## config.mk

```make
export PLATFORM = sky130hd
export DESIGN_NAME = banked_regfile
export DESIGN_NICKNAME = d
export VERILOG_FILES = /design/src/rtl/rf_pkg.sv /design/src/rtl/rf_bank_decode.sv /design/src/rtl/rf_addr_map.sv /design/src/rtl/rf_store.sv /design/src/rtl/banked_regfile.sv
export SDC_FILE = /design/constraint.sdc
export NUM_CORES = 2
export LEC_CHECK = 0
export BUFFER_PORTS_ARGS = -buffer_cell sky130_fd_sc_hd__buf_2
export CORE_MARGIN = 2
export CORE_UTILIZATION = 54
export CTS_CLUSTER_DIAMETER = 80
export DETAILED_ROUTE_END_ITERATION = 8
export PLACE_DENSITY = 0.7
export SETUP_SLACK_MARGIN = 0.3
export SKIP_CTS_REPAIR_TIMING = 1
export SYNTH_ARGS = -nofsm -noshare
export SYNTH_HDL_FRONTEND = slang
export SYNTH_HIERARCHICAL = 1
export SYNTH_SLANG_ARGS = --single-unit
```

## constraint.sdc

```tcl
create_clock -name clk -period 8.7 [get_ports clk]
set_input_delay 1.74 -clock clk [delete_from_list [all_inputs] [get_ports clk]]
set_output_delay 1.74 -clock clk [all_outputs]
set_load 0.005 [all_outputs]
```

## src/rtl/rf_pkg.sv

```systemverilog
package rf_pkg;

    localparam int IDX_W       = 4;
    localparam int MODE_W      = 5;
    localparam int DATA_W      = 32;

    // Physical layout: user words for registers 0..14, then the fast-interrupt
    // set for 8..12, then one stack/link pair per exception bank.
    localparam int USR_WORDS   = 15;
    localparam int FIQ_WORDS   = 5;
    localparam int EXC_BANKS   = 5;
    localparam int PAIR_WORDS  = 2;
    localparam int PHYS_WORDS  = USR_WORDS + FIQ_WORDS + EXC_BANKS * PAIR_WORDS;
    localparam int PHYS_W      = $clog2(PHYS_WORDS);

    localparam logic [IDX_W-1:0] FIQ_FIRST = 4'd8;
    localparam logic [IDX_W-1:0] FIQ_LAST  = 4'd12;
    localparam logic [IDX_W-1:0] SP_IDX    = 4'd13;
    localparam logic [IDX_W-1:0] LR_IDX    = 4'd14;
    localparam logic [IDX_W-1:0] PC_IDX    = 4'd15;

    localparam logic [MODE_W-1:0] MD_USR = 5'b10000;
    localparam logic [MODE_W-1:0] MD_FIQ = 5'b10001;
    localparam logic [MODE_W-1:0] MD_IRQ = 5'b10010;
    localparam logic [MODE_W-1:0] MD_SVC = 5'b10011;
    localparam logic [MODE_W-1:0] MD_ABT = 5'b10111;
    localparam logic [MODE_W-1:0] MD_UND = 5'b11011;
    localparam logic [MODE_W-1:0] MD_SYS = 5'b11111;

    typedef enum logic [2:0] {
        BK_USR = 3'd0,
        BK_FIQ = 3'd1,
        BK_IRQ = 3'd2,
        BK_SVC = 3'd3,
        BK_ABT = 3'd4,
        BK_UND = 3'd5
    } bank_e;

    typedef struct packed {
        logic [PHYS_W-1:0] phys;
        logic              hit;
    } map_t;

endpackage

```

## src/rtl/rf_bank_decode.sv

```systemverilog
module rf_bank_decode
    import rf_pkg::*;
(
    input  logic [MODE_W-1:0] mode_i,
    input  logic              usr_view_i,
    output bank_e             bank_o
);

    bank_e bank_raw;

    always_comb begin
        unique case (mode_i)
            MD_FIQ:  bank_raw = BK_FIQ;
            MD_IRQ:  bank_raw = BK_IRQ;
            MD_SVC:  bank_raw = BK_SVC;
            MD_ABT:  bank_raw = BK_ABT;
            MD_UND:  bank_raw = BK_UND;
            default: bank_raw = BK_USR;
        endcase
    end

    assign bank_o = usr_view_i ? BK_USR : bank_raw;

endmodule

```

## src/rtl/rf_addr_map.sv

```systemverilog
module rf_addr_map
    import rf_pkg::*;
(
    input  logic [IDX_W-1:0] idx_i,
    input  bank_e            bank_i,
    output map_t             map_o
);

    localparam int FIQ_BASE = USR_WORDS;
    localparam int EXC_BASE = USR_WORDS + FIQ_WORDS;

    logic in_fiq_range;
    logic in_pair_range;

    assign in_fiq_range  = (idx_i >= FIQ_FIRST) && (idx_i <= FIQ_LAST);
    assign in_pair_range = (idx_i == SP_IDX) || (idx_i == LR_IDX);

    always_comb begin
        map_o.hit  = (idx_i != PC_IDX);
        map_o.phys = PHYS_W'(idx_i);
        if (in_fiq_range && bank_i == BK_FIQ) begin
            map_o.phys = PHYS_W'(FIQ_BASE + int'(idx_i) - int'(FIQ_FIRST));
        end else if (in_pair_range && bank_i != BK_USR) begin
            map_o.phys = PHYS_W'(EXC_BASE
                                 + (int'(bank_i) - 1) * PAIR_WORDS
                                 + int'(idx_i) - int'(SP_IDX));
        end
    end

endmodule

```

## src/rtl/rf_store.sv

```systemverilog
module rf_store
    import rf_pkg::*;
#(
    parameter int DEPTH  = PHYS_WORDS,
    parameter int WIDTH  = DATA_W,
    parameter int NRD    = 2,
    parameter int AW     = PHYS_W
) (
    input  logic                       clk,
    input  logic                       rst_n,
    input  logic                       wr_en_i,
    input  logic                       wr_hit_i,
    input  logic [AW-1:0]              wr_phys_i,
    input  logic [WIDTH-1:0]           wr_data_i,
    input  logic [NRD-1:0]             rd_hit_i,
    input  logic [NRD-1:0][AW-1:0]     rd_phys_i,
    output logic [NRD-1:0][WIDTH-1:0]  rd_data_o
);

    typedef struct packed {
        logic [DEPTH-1:0][WIDTH-1:0] words;
    } store_t;

    store_t st_d, st_q;

    always_comb begin
        st_d = st_q;
        if (wr_en_i && wr_hit_i) begin
            st_d.words[wr_phys_i] = wr_data_i;
        end
    end

    always_ff @(posedge clk or negedge rst_n) begin
        if (!rst_n) begin
            st_q <= '0;
        end else begin
            st_q <= st_d;
        end
    end

    for (genvar p = 0; p < NRD; p++) begin : g_rd
        assign rd_data_o[p] = rd_hit_i[p] ? st_q.words[rd_phys_i[p]] : '0;
    end

endmodule

```

## src/rtl/banked_regfile.sv

```systemverilog
module banked_regfile
    import rf_pkg::*;
(
    input  logic              clk,
    input  logic              rst_n,
    input  logic [4:0]        mode_i,
    input  logic              usr_view_i,
    input  logic [3:0]        rda_idx_i,
    output logic [31:0]       rda_data_o,
    input  logic [3:0]        rdb_idx_i,
    output logic [31:0]       rdb_data_o,
    input  logic              wr_en_i,
    input  logic [3:0]        wr_idx_i,
    input  logic [31:0]       wr_data_i
);

    localparam int NRD   = 2;
    localparam int NPORT = NRD + 1;
    localparam int WR_P  = NRD;

    bank_e                         bank;
    logic [NPORT-1:0][IDX_W-1:0]   port_idx;
    map_t [NPORT-1:0]              port_map;
    logic [NRD-1:0]                rd_hit;
    logic [NRD-1:0][PHYS_W-1:0]    rd_phys;
    logic [NRD-1:0][DATA_W-1:0]    rd_data;

    rf_bank_decode u_dec (
        .mode_i     (mode_i),
        .usr_view_i (usr_view_i),
        .bank_o     (bank)
    );

    assign port_idx[0]    = rda_idx_i;
    assign port_idx[1]    = rdb_idx_i;
    assign port_idx[WR_P] = wr_idx_i;

    for (genvar p = 0; p < NPORT; p++) begin : g_map
        rf_addr_map u_map (
            .idx_i  (port_idx[p]),
            .bank_i (bank),
            .map_o  (port_map[p])
        );
    end

    for (genvar p = 0; p < NRD; p++) begin : g_rdsel
        assign rd_hit[p]  = port_map[p].hit;
        assign rd_phys[p] = port_map[p].phys;
    end

    rf_store #(
        .DEPTH (PHYS_WORDS),
        .WIDTH (DATA_W),
        .NRD   (NRD),
        .AW    (PHYS_W)
    ) u_store (
        .clk       (clk),
        .rst_n     (rst_n),
        .wr_en_i   (wr_en_i),
        .wr_hit_i  (port_map[WR_P].hit),
        .wr_phys_i (port_map[WR_P].phys),
        .wr_data_i (wr_data_i),
        .rd_hit_i  (rd_hit),
        .rd_phys_i (rd_phys),
        .rd_data_o (rd_data)
    );

    assign rda_data_o = rd_data[0];
    assign rdb_data_o = rd_data[1];

endmodule

```

==> impl_metrics.yaml <==
final_layout:
  stdcell_area_um2: 58600
  syn2layout_area_growth_pct: 9.85
  largest_register_ffs: 960
  final_cell_mix: "mux2_2, dfrtp_1, mux4_2"
  regMostFlops: "u_store/st_q"
  nets: 3904
  postLayoutCoreUtil: 0.597
  drive_above_1_share: 0.457
  layout.cells.non_filler: 5181
  reg.largest.list: "u_store/st_q x960"
  final_common_cell: "mux2_2"
floorplanning:
  fp-row-count: 115
  die_h_um: 318
  die_area_um2: 101000
  core-area_um2: 98100
  start_util: 0.544
  fp.dieW_um: 318
  pin_count: 117
global_routing:
  grt_use_total: 0.319
  grt_pass1_wl_mm: 241
  grt_util_met3: 0.0633
  grt_pass1_vias: 35900
  grtUsageMet1: 0.449
  busiest_layer: "met2"
  grt_overflow: 0
  antenna_found_initial: 9
  grt_max_degree: 173
  grtUsageMet2: 0.496
synth:
  netlist_area_um2: 53400
  synth-seq-cells: 960
  yosysWarnings: 6
  synth-edff-count: 0
  synth.distinct_cells: 68
  synthCells: 3864
  ys_seq_area_frac: 0.450
  synth_area_per_cell_um2: 13.8
  async_reset_ff_frac: 1.00
  synth_ff_type: "dfrtp_1"
  syn_nets: 3959
job:
  max_cap_viol_count: 0
placed_design:
  routabilityCongestion: 0.851
  io_buffers: 116
  dp_cells: 4991
  pre_cts_slack_ps: 701
  dp_hpwl_mm: 101
  placed_area_um2: 55100
clocking:
  htree_levels: 3
  cts_buffer_depth: 3
  clk_pin_slew_ps: 60
  clkLatencyLatePin_ps: 690
  cts_buffers: 103
  clockRootBuffer: "clkbuf_16"
  cts_tree: "done"
  clock_sinks: 960
critical_path:
  cp_max_fo: 19
  cp.required_ps: 6960
  crit_chain: "buf_2 > nor2b_1 > nor4b_2 > buf_4 > inv_1 > ha_1 > ha_1 > inv_1 > ha_1 > a21o_1 > a21oi_1 > nor3_1 > nor4_4 > and2_2 > buf_4 > o21ai_0 > and3_1 > o22ai_1 > buf_2"
  path_class: "in -> out"
  cpLargestDelayFamily: "simple AND/OR/NAND/NOR gates"
  cp_common_cell: "ha_1"
  cp_slowest_cell: "and2_2"
  start_kind: "input pin"
  cpPeakStageDelay_ps: 720
  crit_buf_inv: 6
  cp-end-kind: "output port"
  arrival_ps: 6310
timing:
  max_freq_mhz: 124
  fin_setup_tns_ps: 0
  period_share: 0.925
  rsz0062_at_grt: "false"
  min_period_ps: 8050
  finalMaxSlewViolations: 0
  hold_violations: 0
  fin_hold_ws_ps: 507
  clock-skew-final_ps: 0
  tightest_slew_ps: 1290
  timing.final.ws_setup_ps: 650
  setup_viol: 0
  maxSlewHeadroom: 0.138
detailed_routing:
  vias_per_cell: 6.88
  ant_nets: 0
  drc: 0
  vias: 35700
  drt-pass1-iter-count: 6
  drtIter0Drc: 3713
  post_drt_wl_per_cell_um: 31.3
  postRouteWirelength_mm: 162
min_path:
  hold_path.class: "reg -> reg"
pwr:
  ir_drop_mv: 0.238
  power.total_mw: 13.0
  p_leak_nw: 25.9
  powerDensity_nw_per_um2: 221
outcome:
  outcome: "completed"
## Yosys cell counts, types with 4 or more instances
master	n	area, um2
mux2_2	975	11000
dfrtp_1	960	24000
mux4_2	319	7180
mux2i_1	313	3130
clkbuf_1	152	571
buf_2	151	756
nand2_1	119	447
o21ai_0	111	556
o22ai_1	95	594
a22oi_1	63	473
buf_4	61	458
a21oi_1	45	225
ha_1	39	488
a31oi_1	37	231
inv_1	36	135
nor2b_1	32	200
nor2_1	29	109
a221oi_1	27	236
a21o_1	23	173
and3_1	23	144
buf_1	21	78.8
o2bb2ai_1	21	184
o31a_1	21	184
mux2_1	17	191
a211oi_1	16	120
nor3_1	14	70.1
buf_6	13	146
nand3b_1	9	67.6
xnor2_1	7	61.3
a2111oi_0	6	52.6
mux4_1	6	158
nand2b_1	6	37.5
o21a_1	6	45.0
o221ai_1	6	52.6
xor2_1	6	52.6
and2_1	5	31.3
nand3_1	4	20.0
nor3_2	4	40.0
nor3b_1	4	30.0
nor4_2	4	50.1
o31ai_1	4	30.0
o32ai_1	4	35.0
or2_1	4	25.0
## worst paths after layout
path                                   startpoint           endpoint  slack [ps]  cells past startpoint
worst max-delay path                    mode_i[3]     rda_data_o[26]         650                     19
worst min-delay path            u_store/st_q[232]  u_store/st_q[232]         510                      1
worst max register to register  u_store/st_q[813]  u_store/st_q[813]        7870                      1
worst min register to register  u_store/st_q[232]  u_store/st_q[232]         510                      1
max in group asynchronous                   rst_n  u_store/st_q[281]        6050                      2
min in group asynchronous                   rst_n  u_store/st_q[390]        1140                      1
## per-layer routing
layer,routed length (um),part of all wire
met3,13100,0.081
met2,75300,0.46
met5,76,0.00047
met4,6150,0.038
met1,67500,0.42
## kinds of logic (layout without fill, tap and decap cells)
group,after synthesis,after routing,synth area share
and+or+nand+nor,279,279,0.0276
adders and majority gates,42,42,0.0103
buffers and inverters,440,468,0.0410
muxes,1631,1631,0.406
AOI/OAI and AO/OA,499,499,0.0626
other,0,2,0
DFF,960,960,0.450
xor gates and xnor gates,13,13,0.00213
## area by class of cell
cell class,instances,area (um2)
clock buffer,152,3080
clock inverter,36,477
multi-input combinational,2464,27400
fill,7608,39500
sequential,960,24000
timing repair buffer,242,1860
tap,1287,1610
antenna,2,5.00
inverter,38,143
## report_power, final
part	switching, mW	total, mW	internal [mW]
registers	0.508	5.68	5.18
logic	1.19	2.68	1.49
clock network	1.87	4.61	2.74
total	3.56	13.0	9.41
Note: power is estimated with default switching activity, not from simulation.
